### config.mk
export PLATFORM = sky130hd
export DESIGN_NAME = updn_strobe_counter
export DESIGN_NICKNAME = d
export VERILOG_FILES = /design/src/rtl/updn_pkg.sv /design/src/rtl/updn_strobe_sync.sv /design/src/rtl/updn_count_core.sv /design/src/rtl/updn_term_detect.sv /design/src/rtl/updn_strobe_counter.sv
export SDC_FILE = /design/constraint.sdc
export NUM_CORES = 1
export LEC_CHECK = 0
export BUFFER_PORTS_ARGS = -buffer_cell sky130_fd_sc_hd__buf_2
export CORE_AREA = 2 2 39 41
export DETAILED_ROUTE_END_ITERATION = 6
export DIE_AREA = 0 0 41 43
export SLEW_MARGIN = 10
export SYNTH_ARGS = -nofsm -noshare
export SYNTH_HDL_FRONTEND = slang
export SYNTH_SLANG_ARGS = --single-unit
### constraint.sdc
create_clock -name clk -period 6.88 [get_ports clk]
set_clock_uncertainty 0.2 [all_clocks]
set_input_delay 2.064 -clock clk [delete_from_list [all_inputs] [get_ports clk]]
set_output_delay 2.064 -clock clk [all_outputs]
set_load 0.01 [all_outputs]
### src/rtl/updn_pkg.sv
package updn_pkg;

    localparam int unsigned DEF_CNT_W   = 4;
    localparam int unsigned SYNC_STAGES = 2;
    localparam int unsigned NUM_STB     = 2;
    localparam int unsigned STB_UP      = 0;
    localparam int unsigned STB_DN      = 1;

    typedef enum logic [2:0] {
        OP_HOLD,
        OP_CLEAR,
        OP_LOAD,
        OP_INC,
        OP_DEC,
        OP_BAD
    } cnt_op_e;

    typedef struct packed {
        logic lvl;
        logic rise;
    } stb_t;

    // Priority: clear, then load, then legal strobe edges.
    function automatic cnt_op_e pick_op(input logic clr, input logic load_n,
                                        input stb_t up, input stb_t dn);
        if (clr)                    return OP_CLEAR;
        if (!load_n)                return OP_LOAD;
        if (up.rise && dn.rise)     return OP_BAD;
        if (up.rise)                return dn.lvl ? OP_INC : OP_BAD;
        if (dn.rise)                return up.lvl ? OP_DEC : OP_BAD;
        return OP_HOLD;
    endfunction

endpackage

### src/rtl/updn_strobe_sync.sv
module updn_strobe_sync
    import updn_pkg::*;
#(
    parameter int unsigned STAGES = SYNC_STAGES
) (
    input  logic clk,
    input  logic rst,
    input  logic stb_i,
    output stb_t stb_o
);
    logic [STAGES-1:0] shift_q;
    logic              prev_q;

    always_ff @(posedge clk) begin
        if (rst) begin
            shift_q <= '1;
            prev_q  <= 1'b1;
        end else begin
            shift_q <= {shift_q[STAGES-2:0], stb_i};
            prev_q  <= shift_q[STAGES-1];
        end
    end

    always_comb begin
        stb_o.lvl  = shift_q[STAGES-1];
        stb_o.rise = shift_q[STAGES-1] & ~prev_q;
    end
endmodule

### src/rtl/updn_count_core.sv
module updn_count_core
    import updn_pkg::*;
#(
    parameter int unsigned CNT_W = DEF_CNT_W
) (
    input  logic             clk,
    input  logic             rst,
    input  cnt_op_e          op_i,
    input  logic [CNT_W-1:0] data_i,
    output logic [CNT_W-1:0] count_o,
    output logic             err_o
);
    localparam logic [CNT_W-1:0] ONE = CNT_W'(1);

    logic [CNT_W-1:0] count_q;
    logic             err_q;

    always_ff @(posedge clk) begin
        if (rst) begin
            count_q <= '0;
            err_q   <= 1'b0;
        end else begin
            unique case (op_i)
                OP_CLEAR: begin
                    count_q <= '0;
                    err_q   <= 1'b0;
                end
                OP_LOAD:  count_q <= data_i;
                OP_INC:   count_q <= count_q + ONE;
                OP_DEC:   count_q <= count_q - ONE;
                OP_BAD:   err_q   <= 1'b1;
                default:  count_q <= count_q;
            endcase
        end
    end

    assign count_o = count_q;
    assign err_o   = err_q;
endmodule

### src/rtl/updn_term_detect.sv
module updn_term_detect #(
    parameter int unsigned CNT_W = 4
) (
    input  logic [CNT_W-1:0] count_i,
    input  logic             up_lvl_i,
    input  logic             dn_lvl_i,
    output logic             carry_n_o,
    output logic             borrow_n_o
);
    localparam logic [CNT_W-1:0] TOP = {CNT_W{1'b1}};

    logic at_top;
    logic at_zero;

    always_comb begin
        at_top     = (count_i == TOP);
        at_zero    = (count_i == '0);
        carry_n_o  = ~(at_top  & ~up_lvl_i);
        borrow_n_o = ~(at_zero & ~dn_lvl_i);
    end
endmodule

### src/rtl/updn_strobe_counter.sv
module updn_strobe_counter
    import updn_pkg::*;
#(
    parameter int unsigned CNT_W = DEF_CNT_W
) (
    input  logic             clk,
    input  logic             rst,
    input  logic             clr_i,
    input  logic             load_n_i,
    input  logic [CNT_W-1:0] data_i,
    input  logic             up_stb_i,
    input  logic             dn_stb_i,
    output logic [CNT_W-1:0] count_o,
    output logic             carry_n_o,
    output logic             borrow_n_o,
    output logic             err_o
);
    logic [NUM_STB-1:0] raw_stb;
    stb_t               stb [NUM_STB];
    cnt_op_e            op;
    logic [CNT_W-1:0]   count;

    assign raw_stb[STB_UP] = up_stb_i;
    assign raw_stb[STB_DN] = dn_stb_i;

    for (genvar g = 0; g < NUM_STB; g++) begin : g_sync
        updn_strobe_sync #(.STAGES(SYNC_STAGES)) u_sync (
            .clk   (clk),
            .rst   (rst),
            .stb_i (raw_stb[g]),
            .stb_o (stb[g])
        );
    end

    assign op = pick_op(clr_i, load_n_i, stb[STB_UP], stb[STB_DN]);

    updn_count_core #(.CNT_W(CNT_W)) u_core (
        .clk     (clk),
        .rst     (rst),
        .op_i    (op),
        .data_i  (data_i),
        .count_o (count),
        .err_o   (err_o)
    );

    updn_term_detect #(.CNT_W(CNT_W)) u_term (
        .count_i    (count),
        .up_lvl_i   (stb[STB_UP].lvl),
        .dn_lvl_i   (stb[STB_DN].lvl),
        .carry_n_o  (carry_n_o),
        .borrow_n_o (borrow_n_o)
    );

    assign count_o = count;
endmodule

Yosys cells after proc, flatten, opt, wreduce, memory -nomap -nowiden
Cells that the tools add are included.
- bitwise logic cells: 10
- multiplexer cells: 29
- add/subtract/negate cells: 2
- reduce and logical (&&, ||, !) cells: 4
- equal/unequal tests: 6
- operators with widths (kind ; count):
    $mux W3 ; 11
    $mux W1 ; 16
    $pmux W4 S4 ; 1
    $eq A3 B2 Y1 const B ; 2
    $eq A3 B3 Y1 const B ; 2
    $not A1 Y1 ; 6
    $add A4 B1 Y4 const B ; 1
    $and A1 B1 Y1 ; 4
    $eq A4 B4 Y1 const B ; 1
    $logic_not A4 Y1 ; 1
    $reduce_bool A4 Y1 ; 1
    $sub A4 B1 Y4 const B ; 1
    $eq A3 B1 Y1 const B ; 1
    $pmux W1 S2 ; 1
    $reduce_bool A2 Y1 ; 1
    $logic_and A1 B1 Y1 ; 1
- output and inout port bits: 7
- flip-flop bits (word level): 11
- word-level logic and storage cells: 57

Longest topological paths before layout
Gate-level depths: netlist of the first run.
- depth after elaboration: 20
- mapped depth: 7
- gate-level depth less buffers: 7

Modules after synthesis
Synthesis of the first run repeated with hierarchy kept, for this count alone.
- cell total of the unflattened synthesis: 75
- area, all modules: 645.6 um^2
- by module, submodules not included (module ; cells an instance ; area an instance (um^2) ; instances ; sequential area each (um^2)):
    updn_count_core ; 46 ; 389.1 ; 1 ; 100.1
    updn_strobe_sync ; 8 ; 92.6 ; 2 ; 60.1
    updn_strobe_counter ; 8 ; 46.3 ; 1 ; 0.0
    updn_term_detect ; 5 ; 25.0 ; 1 ; 0.0

Least setup slack after synthesis of the first run
No wires, ideal clock.
- kind: input to register
- start point: input clr_i
- end point: register u_core.count_q[3], in the netlist u_core.count_o[3]
- data required time: 6.606 ns
- arrival: 3.846 ns
- setup time: 0.074 ns
- buffers on the path: 0
- stages on the path: 7
- path slack: 2.759 ns
- cells stage by stage: nand4b_2 nor3b_1 ha_1 a21oi_1 a21oi_1 or4_1 a31oi_1
- longest elaborated chain between the ends: 4
- elaborated cells between the ends (all ways): 8
- classes of those cells: 4 x eq/ne; 3 x mux; 1 x reduce/logical
- ends and longest elaborated chain (item ; line ; source):
    from (decl) ; updn_strobe_counter.sv:8 ; input logic clr_i,
    $mux W1 * ; updn_pkg.sv:26 ; if (clr) return OP_CLEAR;
    $mux W3 * ; updn_pkg.sv:27 ; if (!load_n) return OP_LOAD;
    $eq A3 B3 Y1, or another cell as far along ; updn_count_core.sv:23 ; unique case (op_i)
    $pmux W4 S4 or $reduce_bool A4 Y1 (tied branches) ; n/a ;
    to (signal assigned) ; updn_count_core.sv:28 ; OP_LOAD: count_q <= data_i;
    to (signal assigned) ; updn_count_core.sv:29 ; OP_INC: count_q <= count_q + ONE;
    to (signal assigned) ; updn_count_core.sv:30 ; OP_DEC: count_q <= count_q - ONE;
    to (decl) ; updn_count_core.sv:15 ; logic [CNT_W-1:0] count_q;
Mark *: on every way between the ends. The rest lies on a longest branch, timed or not.
A chain may end at the register's enable or synchronous reset.

Worst setup path in the final report of the first run
Same ends and word-level chain as after synthesis.

==> out/summary.txt, run 1 <==
Ports = 17
Commonest non-fill, non-tap cell in the layout = buf_2
CP cell instances = buf_2 > nand4b_2 > nor3b_1 > ha_1 > a21oi_1 > a21oi_1 > or4_1 > a31oi_1
Total gr overflow = 0
Fin cells = 93
Minimum clock period = 4.176 ns
Largest net degree at the start of global routing = 12
Pwr Density = 194.1 mW/mm2
Routed WL = 1.109 mm
Layout fillers = 145
Cts-stage hold buffer count = 0
Clk_lat worst skew = 0.27 ns
NetSw = 0.03079 mW
Slew @ Worst Pin = 0.4966 ns
FF/Latch Area = 220.2 um2
Post-synthesis cell count = 58
Final nets = 91
Max-slew violations = 0
CP max stage delay = 0.47 ns
Total CTS buffers = 3
Synth warnings = 0
Slew HR = 66.82%
Most frequent cells in the layout = buf_2 (16), dfxtp_1 (11), or2_1 (7)
Mapped Nets = 71
DRT Pass-1 Iters = 4
Chip width = 41 um
Max IR drop VDD = 0.09149 mV
CP max-delay cell = nor3b_1
Antenna fix cells = 0
Placed cells = 89
Required @ worst endpoint = 6.88 ns
Core area = 0.001384 mm2
Fmax = 239.5 MHz
Setup crit end kind = register
Die H = 43 um
GR Util All Layers = 15.86%
Switching Share = 24.43%
Number of port buffers = 16
Cell mode on critical path = a21oi_1
Power Internal = 0.09525 mW
Layout cells sized above 1 = 25.97%
Vias after detailed routing = 476
Hold depth = 1
Resize count post-CTS = 0
DR iter-0 viols = 18
# Max-Cap Violations = 0
Fin util = 46.93%
Die area = 0.001763 mm2
R2R depth = 7
Synth area leader = dfxtp_1
Initial antenna violation count = 0
Final Cycle Share = 60.70%
Power Total = 0.1260 mW
Crit start category = primary input
First-pass GRT wire length = 1.780 mm
Netlist cell types = 25
Post-DRT Antenna Nets = 0
Vias in the first global route = 424
Leakage power = 0.2958 nW
Combinational power share = 10.9%
HP Class = register to register
Synth top area share = 41.81%
HPWL after DPL = 824.1 um
CTS tree = done
Setup_tns = 0 ns
Post-synthesis sequential area ratio = 41.81%
Flops & latches, synth = 11
Max clock buf depth = 2
Largest cells by area after synthesis = dfxtp_1 (42%), or2_1 (8.3%), a21oi_1 (5.7%), ha_1 (4.8%), a222oi_1 (3.8%)
Crit Path Max Fanout = 4
Post-Syn Area = 526.8 um2
Vias per cell = 5.118
Clock Pin Slew Worst Setup and Hold Paths = 0.07 ns
RSZ-0062 raised after global routing = no
Clock Power Share = 34.6%
Area grow syn2layout = 23.28%
Clock root cell = clkbuf_4
Final hold vios = 0
Worst setup path category = primary input to register
# rows = 14
Status = complete, no violations
Final Setup Violations = 0
Drt drc = 0
RePlAce Congestion = 0.7438
Sequential Power Share = 54.5%
Max H-tree Level = 1
Area of the multi-input gates = 295.3 um2
Initial Util = 38.07%
Post-CTS setup buffer count = 0
Clock tree sinks = 11
Crit path arrival time = 4.18 ns
Drt wl/cell = 11.92 um
Syn avg cell area = 9.082 um2
[sequential cells by signal, indices dropped and copies added (netlist names)]
name / count
g_sync.u_sync.shift_q: 4
u_core.err_o: 1
u_core.count_o: 4
g_sync.u_sync.prev_q: 2
[cell families (layout without fill, tap and decap cells)]
kind of cell | after synthesis | count (layout) | synth area share, %
adders and majority gates | 3 | 3 | 8.550
AOI/OAI and AO/OA | 13 | 13 | 16.15
and+or+nand+nor | 26 | 26 | 28.03
buffers and inverters | 3 | 22 | 2.138
DFF | 11 | 11 | 41.80
xor gates and xnor gates | 2 | 2 | 3.326
[cells in the mapped netlist (all sizes together)]
cell / n
dfxtp: 11
or2: 7
a21oi: 6
nor2: 5
nand2: 4
a222oi: 2
a31oi: 2
ha: 2
inv: 2
nor3: 2
a21o: 1
and3: 1
clkbuf: 1
fa: 1
nand2b: 1
nand3: 1
nand4: 1
nand4b: 1
nor3b: 1
nor4: 1
o211a: 1
o21ai: 1
or4: 1
xnor2: 1
xor2: 1
[per-layer routing]
| metal | routed length [um] | global-route usage (%) | share of wire [%] | vias up |
|---|---|---|---|---|
| met1 | 510 | 20.66 | 46 | 213 |
| met5 | 0 | 0 | 0 | - |
| li1 | - | - | - | 246 |
| met4 | 17 | 10.00 | 1.5 | 0 |
| met2 | 496 | 20.94 | 45 | 15 |
| met3 | 86 | 6.283 | 7.8 | 2 |
[worst max-delay path, delay by kind of cell]
kind | cells | cell delay [ns]
buf+inv | 1 | 0.12
simple gates | 3 | 1.18
fa+ha+maj | 1 | 0.37
compound gates | 3 | 0.44
[worst paths after layout]
kind                                from                          end  slack, ns
min reg2reg  g_sync[0].u_sync.shift_q[0]  g_sync[0].u_sync.shift_q[1]       0.20
max reg2reg  g_sync[1].u_sync.shift_q[1]            u_core.count_o[3]       4.24
max                                clr_i            u_core.count_o[3]       2.70
min          g_sync[0].u_sync.shift_q[0]  g_sync[0].u_sync.shift_q[1]       0.20
[power by group through the flow]
stage	registers [mW]	logic, mW	clock network [mW]
CTS	0.0689	0.0138	0.0457
detailed placement	0.0704	0.0137	0
finish	0.0687	0.0138	0.0436
global placement	0.0703	0.0137	0
global route	0.0692	0.0154	0.0498
floorplan	0.0701	0.00766	0
[final cells by class]
type / instances / share of cell area, %
well taps: 16 / 3.083
multi-input cells: 44 / 45.47
clock buffers: 4 / 4.046
flip-flops and latches: 11 / 33.91
repair buffers: 16 / 12.33
inverters: 2 / 1.156
[metrics by stage]
stage	setup WS, ns	hold slack (ns)	area, um2
final	2.704	0.2021	649.4
after global routing	2.487	0.2289	649.4
after CTS	2.725	0.2060	649.4
after detailed placement	2.441	0.1903	623.1
after global placement	2.496	0.1841	623.1
after floorplan	2.759	0.1832	526.8
No activity file was read; power rests on OpenSTA's default activity.
==> run 2, diff against run 1 <==
Clock period 6.88 ns to 4 ns, I/O delays scaled along.
==> run 2 against run 1 <==
Effect of this change:
- routed wire length fell by 3.5%
- utilization increased by 0.54 points
- cell count rose by 1.1%
- die area unchanged
- register-to-register slack got worse by 2.7 ns
- first-iteration DRC count down 22%
- setup slack worse by 1.8 ns
- sequential power rose by 72%
- non-clock buffer count up 1
- via count fell by 0.42%
- worst hold slack is essentially flat
- largest cell class unchanged
==> out/summary.txt, run 2 (synthesized netlist as in run 1, its figures left out) <==
Status = complete, no violations
Slew @ Worst Pin = 0.2997 ns
CTS tree = done
Required @ worst endpoint = 4.00 ns
Post-route cell area = 656.9 um2
Final nets = 92
RSZ-0062 raised after global routing = no
First-pass GRT wire length = 1.656 mm
FF/Latch Area = 220.2 um2
Pre-CTS setup slack = 0.5939 ns
R2R depth = 8
Antenna fix cells = 0
Final Cycle Share = 78.04%
Slew HR = 79.95%
Area grow syn2layout = 24.70%
Final hold vios = 0
Largest net degree at the start of global routing = 12
RePlAce Congestion = 0.7198
Resize count post-CTS = 0
Max IR drop VDD = 0.1811 mV
Vias after detailed routing = 474
Vias per cell = 5.043
# Max-Cap Violations = 0
Crit Path Max Fanout = 4
Final worst slack = 0.8785 ns
Fmax = 320.4 MHz
Clock Power Share = 34.5%
Setup_tns = 0 ns
Layout cells sized above 1 = 26.92%
Post-DRT Antenna Nets = 0
Initial antenna violation count = 0
NetSw = 0.05231 mW
Worst setup path category = primary input to register
Crit path arrival time = 3.12 ns
Drt wl/cell = 11.38 um
Post-CTS setup buffer count = 0
Setup slack, reg-to-reg = 1.56 ns
Max-slew violations = 0
Sequential Power Share = 54.6%
Drt drc = 0
FF-to-FF End = u_core.count_o[3]
HP Class = register to register
Die area = 0.001763 mm2
Ports = 17
Setup crit end kind = register
Max H-tree Level = 1
Commonest non-fill, non-tap cell in the layout = buf_2
Core area = 0.001384 mm2
Routed WL = 1.070 mm
Clk_lat worst skew = 0.27 ns
Min-Delay Startpoint = g_sync[0].u_sync.shift_q[0]
Switching Share = 24.19%
Hold depth = 1
Clock tree sinks = 11
# rows = 14
Total gr overflow = 0
Power Internal = 0.1639 mW
DR iter-0 viols = 14
HPWL after DPL = 837.3 um
Clock root cell = clkbuf_4
Area of the multi-input gates = 295.3 um2
Chip width = 41 um
Number of port buffers = 16
Vias in the first global route = 403
Crit start category = primary input
Clock Pin Slew Worst Setup and Hold Paths = 0.07 ns
Pwr Density = 329.2 mW/mm2
Leakage power = 0.3013 nW
Worst R2R Start = g_sync[1].u_sync.shift_q[1]
Layout fillers = 154
Total CTS buffers = 3
Initial Util = 38.07%
Minimum clock period = 3.122 ns
Most frequent cells in the layout = buf_2 (16), dfxtp_1 (11), or2_1 (7)
DRT Pass-1 Iters = 4
GR Util All Layers = 14.65%
Die H = 43 um
Dpl cell area = 630.6 um2
Final Setup Violations = 0
Max clock buf depth = 2
Hold endpoint = g_sync[0].u_sync.shift_q[1]
Combinational power share = 10.9%
Cts-stage hold buffer count = 0
==> run 2: cell types whose count changed in the layout (fill, tap and decap cells not counted), sizes merged <==
| cell | previous run | this run |
|---|---|---|
| buf | 16 | 17 |
==> run 2: worst max-delay path by stage <==
stage / cells after the start / slack (ns) / to / start
floorplan: 7 / 0.74 / u_core.count_o[3] / clr_i
global placement: 9 / 0.67 / u_core.count_o[3] / clr_i
detailed placement: 9 / 0.59 / u_core.count_o[3] / clr_i
CTS: 9 / 0.88 / u_core.count_o[3] / clr_i
global route: 9 / 0.76 / u_core.count_o[3] / clr_i
finish: 9 / 0.88 / u_core.count_o[3] / clr_i
==> run 2: final cells by class <==
class | instances | area share, %
Timing Repair Buffer | 17 | 13.33
Multi-Input combinational cell | 44 | 44.95
Inverter | 2 | 1.143
Tap cell | 16 | 3.048
Clock buffer | 4 | 4.000
Sequential cell | 11 | 33.52
==> run 2: per-stage QoR <==
step                cells  utilization, %  hold slack (ns)  power, mW
floorplan              58               -           0.1832     0.1338
global placement       90           45.57           0.1853     0.1443
detailed placement     90           45.57           0.1906     0.1444
CTS                    94           47.47           0.2039     0.2210
global route           94           47.47           0.2178     0.2301
finish                 94           47.47           0.2020     0.2162
==> run 2: power groups by stage <==
stage / clock [mW] / sequential (mW) / combinational, mW
final: 0.0745 / 0.118 / 0.0236
after global routing: 0.0850 / 0.119 / 0.0262
after CTS: 0.0792 / 0.118 / 0.0237
after floorplan: 0 / 0.121 / 0.0132
after detailed placement: 0 / 0.121 / 0.0237
after global placement: 0 / 0.121 / 0.0235
==> run 2: critical path: stages <==
cell,delay [ns]
buf_2,0.12
nand4b_2,0.23
nor3b_1,0.22
buf_4,0.17
ha_1,0.26
a21oi_1,0.19
a21oi_1,0.10
or4_1,0.47
a31oi_1,0.17
==> run 2: routing by layer <==
layer  GRT usage, %  up-vias  wire, um
li1               -      251         -
met1          17.05      210       521
met2          20.63       13       482
met3          9.424        0        66
met4          6.000        0         0
met5              0        -         0
